**config.mk**
```make
export PLATFORM = sky130hd
export DESIGN_NAME = irq_capture_top
export DESIGN_NICKNAME = d
export VERILOG_FILES = /design/src/rtl/irqc_pkg.sv /design/src/rtl/irqc_bank.sv /design/src/rtl/irqc_prio.sv /design/src/rtl/irq_capture_top.sv
export SDC_FILE = /design/constraint.sdc
export NUM_CORES = 1
export LEC_CHECK = 0
export BUFFER_PORTS_ARGS = -buffer_cell sky130_fd_sc_hd__buf_2
export CORE_MARGIN = 2
export CORE_UTILIZATION = 23
export CTS_BUF_LIST = sky130_fd_sc_hd__clkbuf_8 sky130_fd_sc_hd__clkbuf_16
export DETAILED_ROUTE_END_ITERATION = 8
export MAX_ROUTING_LAYER = met4
export SYNTH_ARGS = -nofsm -noshare
export SYNTH_HDL_FRONTEND = slang
export SYNTH_SLANG_ARGS = --single-unit
```
**constraint.sdc**
```tcl
create_clock -name clk -period 4.04 [get_ports clk]
set_input_delay 0.808 -clock clk [delete_from_list [all_inputs] [get_ports clk]]
set_output_delay 0.808 -clock clk [all_outputs]
set_load 0.05 [all_outputs]
```
**src/rtl/irqc_pkg.sv**
```systemverilog
// Shared definitions for the interrupt request capture block.
// Assumes: trigger encoding 0 = edge, 1 = level.
package irqc_pkg;
    typedef enum logic {
        TRIG_EDGE  = 1'b0,
        TRIG_LEVEL = 1'b1
    } trig_e;
endpackage

```
**src/rtl/irqc_bank.sv**
```systemverilog
// One bank of request capture: pending bits and stored last-level bits.
// Assumes: clr_req only affects edge lines. A clear wins over a same-cycle edge.
module irqc_bank
    import irqc_pkg::*;
#(
    parameter int WIDTH = 8
) (
    input  logic             clk,
    input  logic             rst_n,
    input  logic [WIDTH-1:0] line_in,
    input  logic [WIDTH-1:0] lvl_sel,
    input  logic [WIDTH-1:0] clr_req,
    output logic [WIDTH-1:0] pend
);
    logic [WIDTH-1:0] last_lvl;

    for (genvar i = 0; i < WIDTH; i++) begin : g_line
        // Capture one line according to its trigger mode.
        always_ff @(posedge clk) begin
            if (!rst_n) begin
                pend[i]     <= 1'b0;
                last_lvl[i] <= 1'b0;
            end else if (trig_e'(lvl_sel[i]) == TRIG_LEVEL) begin
                pend[i]     <= line_in[i];
                last_lvl[i] <= line_in[i];
            end else begin
                last_lvl[i] <= line_in[i];
                if (clr_req[i])
                    pend[i] <= 1'b0;
                else if (line_in[i] && !last_lvl[i])
                    pend[i] <= 1'b1;
            end
        end


        lvl_follow_chk: assert property (@(posedge clk) disable iff (!rst_n)
            lvl_sel[i] |=> (pend[i] == $past(line_in[i])));

        edge_hold_chk: assert property (@(posedge clk) disable iff (!rst_n)
            (!lvl_sel[i] && pend[i] && !clr_req[i]) |=> pend[i]);

        edge_drop_chk: assert property (@(posedge clk) disable iff (!rst_n)
            (!lvl_sel[i] && !pend[i] && last_lvl[i] && line_in[i]) |=> !pend[i]);
    end
endmodule

```
**src/rtl/irqc_prio.sv**
```systemverilog
// Fixed-priority finder: reports the lowest set bit index of a vector.
// Assumes: index 0 is highest priority. The index is 0 when nothing is set.
module irqc_prio #(
    parameter int N  = 16,
    parameter int IW = $clog2(N)
) (
    input  logic [N-1:0]  vec,
    output logic          found,
    output logic [IW-1:0] idx
);
    // Scan from the top so that the lowest set bit is written last.
    always_comb begin
        found = |vec;
        idx   = '0;
        for (int i = N - 1; i >= 0; i--) begin
            if (vec[i]) idx = IW'(i);
        end
    end
endmodule

```
**src/rtl/irq_capture_top.sv**
```systemverilog
// Request capture, priority and in-service tracking for a two-bank controller.
// Assumes: ack and eoi are single-cycle pulses. With both in one cycle, eoi
// retires first, then ack loads the new winner.
module irq_capture_top #(
    parameter int NUM_BANKS = 2,
    parameter int BANK_W    = 8
) (
    input  logic        clk,
    input  logic        rst_n,
    input  logic [15:0] req_in,
    input  logic [15:0] trig_sel,
    input  logic [15:0] mask,
    input  logic        ack,
    input  logic        eoi,
    output logic        irq_out,
    output logic [3:0]  ack_id,
    output logic [15:0] irr_out,
    output logic [15:0] isr_out
);
    localparam int NUM_PINS = NUM_BANKS * BANK_W;
    localparam int ID_W     = $clog2(NUM_PINS);

    logic [NUM_PINS-1:0] irr, isr, clr_vec, pend_vec;
    logic                pend_found, isr_found;
    logic [ID_W-1:0]     pend_idx, isr_idx;

    for (genvar b = 0; b < NUM_BANKS; b++) begin : g_bank
        irqc_bank #(.WIDTH(BANK_W)) u_bank (
            .clk     (clk),
            .rst_n   (rst_n),
            .line_in (req_in[b*BANK_W +: BANK_W]),
            .lvl_sel (trig_sel[b*BANK_W +: BANK_W]),
            .clr_req (clr_vec[b*BANK_W +: BANK_W]),
            .pend    (irr[b*BANK_W +: BANK_W])
        );
    end

    assign pend_vec = irr & ~mask;

    irqc_prio #(.N(NUM_PINS), .IW(ID_W)) u_pend_prio (
        .vec (pend_vec), .found (pend_found), .idx (pend_idx)
    );
    irqc_prio #(.N(NUM_PINS), .IW(ID_W)) u_isr_prio (
        .vec (isr), .found (isr_found), .idx (isr_idx)
    );

    // Pending clear on acknowledge, limited to edge lines.
    always_comb begin
        clr_vec = '0;
        if (ack && pend_found) clr_vec[pend_idx] = 1'b1;
        clr_vec = clr_vec & ~trig_sel;
    end

    // In-service update: retire the best bit on eoi, load the winner on ack.
    always_ff @(posedge clk) begin
        if (!rst_n) begin
            isr <= '0;
        end else begin
            logic [NUM_PINS-1:0] nxt;
            nxt = isr;
            if (eoi && isr_found) nxt[isr_idx] = 1'b0;
            if (ack && pend_found) nxt[pend_idx] = 1'b1;
            isr <= nxt;
        end
    end

    assign irq_out = pend_found && (!isr_found || (pend_idx < isr_idx));
    assign ack_id  = pend_idx;
    assign irr_out = irr;
    assign isr_out = isr;


    irq_src_chk: assert property (@(posedge clk) disable iff (!rst_n)
        irq_out |-> (|(irr_out & ~mask)));

    ack_load_chk: assert property (@(posedge clk) disable iff (!rst_n)
        (ack && |(irr_out & ~mask)) |=> isr_out[$past(ack_id)]);

    eoi_one_chk: assert property (@(posedge clk) disable iff (!rst_n)
        (eoi && !ack && |isr_out) |=> ($countones(isr_out) == $countones($past(isr_out)) - 1));
endmodule

```
# Word level (Yosys, flattened, before mapping)
# Cells that the tools add are included.
# word_totals
out_inout_bits	37
reg_bits	48
# classes
bitwise	7
reduce_logical	57
mux	88
order_cmp	5
# ops
op	count
2-to-1 mux 4 bit	32
2-to-1 mux 16 bit	4
2-to-1 mux 1 bit	50
bitwise AND 16 bit	3
NOT 16 bit	3
nonzero test 3 bit	16
OR reduction 16 bit	2
logical AND 1 bit	21
zero test 1 bit	17
bitwise OR 16 bit	1
less-than comparator 4 x 5 -> 1 bit (second input constant)	2
demux 1 bit (select 4 bit)	2
greater-or-equal comparator 4 x 1 -> 1 bit (second input constant)	2
less-than comparator 4 bit	1
logical OR 1 bit	1

# Longest topological paths before layout
# depth
ltp_word	26
depth_mapped	10

# Hierarchy
# Synthesis repeated with hierarchy kept, for this count alone.
# unflattened
hier_cells	327
hier_area_um2	2635.0
# modules_own_cells
module	seq_area_each_um2	area_per_inst_um2	instances	cells_per_inst
irqc_bank	320.3	641.9	2	66
irq_capture_top	320.3	998.5	1	127
irqc_prio	0.0	176.4	2	34

# Least setup slack after synthesis
# No wires, ideal clock.
# synth_path
path_kind	in2out
startpoint	in mask[11]
endpoint	out irq_out
cell_stages	9
path_buffers	0
setup_slack_ps	-396
arrival_ps	3628
cell_sequence	and2b_1 nor4_1 nand2_1 a21oi_1 ha_1 o21a_1 o22ai_1 o32ai_1 nor2_1
# synth_via
elab_chain_len	17
elab_cells_between_ends	18
cone_classes	order compare: 1; mux: 12; bitwise: 2; reduce/logical: 3
# synth_lines
element	line	rtl
start: declaration	irq_capture_top.sv:12	input logic [15:0] mask,
NOT 16 bit	irq_capture_top.sv:38	assign pend_vec = irr & ~mask;
bitwise AND 16 bit	irq_capture_top.sv:38	
2-to-1 mux 4 bit (12 in a row)	irqc_prio.sv:16	if (vec[i]) idx = IW'(i);
named net ack_id[2]	irq_capture_top.sv:16	output logic [3:0] ack_id,
less-than comparator 4 bit	irq_capture_top.sv:67	assign irq_out = pend_found && (!isr_found || (pend_idx < isr_idx));
logical OR 1 bit	irq_capture_top.sv:67	
logical AND 1 bit	irq_capture_top.sv:67	
end: declaration	irq_capture_top.sv:15	output logic irq_out,
# The timed path passes the listed nets, and every way through them passes these cells.

# Worst setup path in the final report
# layout_path
startpoint	in mask[1]
endpoint	out irq_out
# layout_via
elab_chain_len	7
elab_cells_between_ends	8
cone_classes	order compare: 1; mux: 2; bitwise: 2; reduce/logical: 3
# layout_lines
element	line
NOT 16 bit *	irq_capture_top.sv:38
bitwise AND 16 bit *	irq_capture_top.sv:38
2-to-1 mux 4 bit (2 in a row)	irqc_prio.sv:16
less-than comparator 4 bit	irq_capture_top.sv:67
logical OR 1 bit	irq_capture_top.sv:67
logical AND 1 bit *	irq_capture_top.sv:67
# Every way passes the cells marked *; elsewhere a longest branch is shown, timed or not.

==> impl_results.md <==
* Fmax at 0.267 GHz
* Max rail drop VDD at around 0.19 mV
* #FFs+latches synth at 48
* Leak at 1.44 nW
* Maxcap violations at 0
* I/O Pins at 89
* Hold buffers post-CTS at 0
* Initial DRC Count at 152
* Pwr Density at 422 nW/um^2
* Type of the worst setup path: in -> out
* Period utilization at 92.6%
* Hold Path End: isr_out[10]
* Core area at about 11000 um^2
* Worst R2R Setup Slack at around 1700 ps
* CTS root buf: clkbuf_8
* First-pass iteration count of the detailed router at 4
* Post-CTS Setup Bufs at 0
* Worst skew pair latency at ~300 ps
* Status: finished clean
* CTS-repair resized insts at 0
* CTS Sinks at 48
* Placed Cells incl. Taps at about 540
* Hold depth at 2
* Non-Filler Instances at around 550
* Share of post-route cells with drive strength above 1 at 27.2%
* Cells on worst reg2reg path at 7
* Psw at 0.000525 W
* Sw Ratio at 38.2%
* EDFF count, synth at 0
* Worst setup SP type: primary input
* Syn_nets at 366
* Min-delay src: isr_out[10]
* Total Neg Setup Slack at 0 ps
* Post-route ant nets at 0
* Width of the die at 108 um
* Mapped Area at 2500 um^2
* Syn Inst Count at ~310
* Routed len/inst at approximately 15 um
* Die ar. at between 10000 and 15000 um^2
* WP data required at 3230 ps
* Commonest non-fill, non-tap cell in the layout: buf_2
* Post-synthesis sequential area ratio at 38.4%
* Yosys top cell area share at 38.4%
* CTS clk-pin slew, worst paths at approximately 90 ps
* Largest net degree at the start of global routing at 29
* RR Endpoint: g_bank[1].u_bank.pend[7]
* Fin. Hold Viols at 0
* Hpwl dp at approximately 6400 um
* Synth Flop Type: dfxtp_1
* Crit end category: output port
* Comb pwr share at between 30% and 40%
* Slew Limit Headroom at approximately 42%
* Remaining Overflow, GRT at 0
* Synth area leader: dfxtp_1
* Row cnt at 38
* Final setup viols at 0
* Vias in the first global route at 2577
* Worst hold path class: reg -> reg
* Avg Cell Area, Syn at 8.04 um^2
* Most frequent cells in the layout: buf_2, dfxtp_1, nand2_1
* Clock skew at 7.61 ps
* GP Congestion at approximately 0.89
* Final Max Tran Viols at 0
* CTS tree: yes
* First-pass GRT wire length at 12800 um
* Vias at roughly 2700
* Reg power frac at 38.2%
* Largest fanout on the critical path at 3
* CTS max path bufs at 2
* Place WS at between 300 and 400 ps
* Initial antenna violation count at 2
* Die Y at 108 um
* Layout area overhead at 30.3%
* TritonCTS Buffers at 5
* PnR worst setup slack at 297 ps
* Initial Util at 23.3%
* Synth unique cells at 47
* Final WL at 8280 um
* Worst hold margin at 538 ps
* CTS H-tree lvls at 2
* Ys async rst share at 0%
* Worst path arrival time at ~3000 ps
* RR Startpoint: g_bank[1].u_bank.pend[3]
* Min Tclk post-route at 3740 ps
* Worst-Margin Slew at 867 ps
* Routed vias/inst at 4.88
* RSZ-0062 raised after global routing: false
* DRC Markers at 0
* Final Util at ~30%
* Fill cells at 1208
* Yosys Warn Count at 0
* P_int at 0.000850 W
* Dominant cells by area after synthesis: dfxtp_1, a311oi_1, nand2_1, inv_1, a21oi_1
* Net count, final at 459
* Clock Power Share at between 20% and 30%
* Number of port buffers at 88
* Total track usage at 14.4%
## how the worst max path moves through the flow
stage,start,endpoint,slack [ps],cells after the start
finish,mask[1],irq_out,300,11
global route,mask[0],irq_out,140,11
CTS,mask[0],irq_out,340,11
detailed placement,mask[0],irq_out,350,11
global placement,mask[0],irq_out,460,11
floorplan,mask[11],irq_out,160,9
## final cells by class
type                            count  area [um^2]  area share (%)
Multi-Input combinational cell    230         1430            43.8
Sequential cell                    48          961            29.5
Timing Repair Buffer               91          463            14.2
Tap cell                          140          175            5.38
Inverter                           28          105            3.23
Clock buffer                        6         82.6            2.53
Clock inverter                      2         38.8            1.19
Antenna cell                        2         5.00           0.154
## synthesized netlist by cell type, types with 2 or more instances
master and instances:
and2_1 16, o21a_1 2, nor2b_1 15, nor3_1 3, o211ai_1 4, nor2_1 23
a311oi_1 14, nor3b_1 2, o22ai_1 11, nand2_1 29, o21ai_1 8, a211oi_1 2
ha_1 3, nand3_1 9, o21ai_0 15, nand2b_1 8, clkbuf_1 5, o21bai_1 2
o311ai_0 2, o311a_1 2, nor4_1 5, inv_1 27, a21boi_0 13, a21oi_1 20
a211o_1 2, dfxtp_1 48
## per-stage QoR
stage | power [W] | area (um^2)
6_report | 0.00137 | 3260
3_3_place_gp | 0.00100 | 3130
4_1_cts | 0.00139 | 3250
2_1_floorplan | 0.000865 | 2510
3_5_place_dp | 0.00101 | 3130
5_1_grt | 0.00145 | 3260
## power by group through the flow
stage	logic (W)	clock network, W	registers (W)
detailed placement	0.000477	0	0.000536
global placement	0.000468	0	0.000535
floorplan	0.000263	0	0.000602
finish	0.000477	0.000372	0.000525
global route	0.000512	0.000408	0.000531
CTS	0.000478	0.000387	0.000526
## logic make-up (layout without fill, tap and decap cells)
| kind of cell | count (synthesis) | after routing | synth area share [%] |
|---|---|---|---|
| AND/OR/NAND/NOR | 117 | 117 | 24.4 |
| AO/OA/AOI/OAI | 110 | 110 | 30.7 |
| flip-flops | 48 | 48 | 38.4 |
| buffers and inverters | 33 | 127 | 4.95 |
| adder cells (fa/ha/maj) | 3 | 3 | 1.50 |
| other | 0 | 2 | 0 |
## flip-flops by register name (all words and copies together) (netlist names)
signal,flops
isr_out,16
g_bank.u_bank.last_lvl,16
g_bank.u_bank.pend,16
## worst max-delay path: stages
cell and delay [ps]:
buf_2 90, nor2b_1 60, nor4_1 510, nand2_1 170, nor2_2 170, ha_1 260
o21a_1 110, o22ai_1 180, o32ai_1 140, nor2_2 140, buf_2 290
## metal layers
layer / up-vias / global-route usage (%) / share of wire (%)
met4: 0 / 2.75 / 0.62
li1: 1322 / - / -
met1: 1254 / 18.0 / 45
met5: - / - / 0
met3: 8 / 3.07 / 6.6
met2: 84 / 24.0 / 48
No activity file was read; power rests on OpenSTA's default activity.
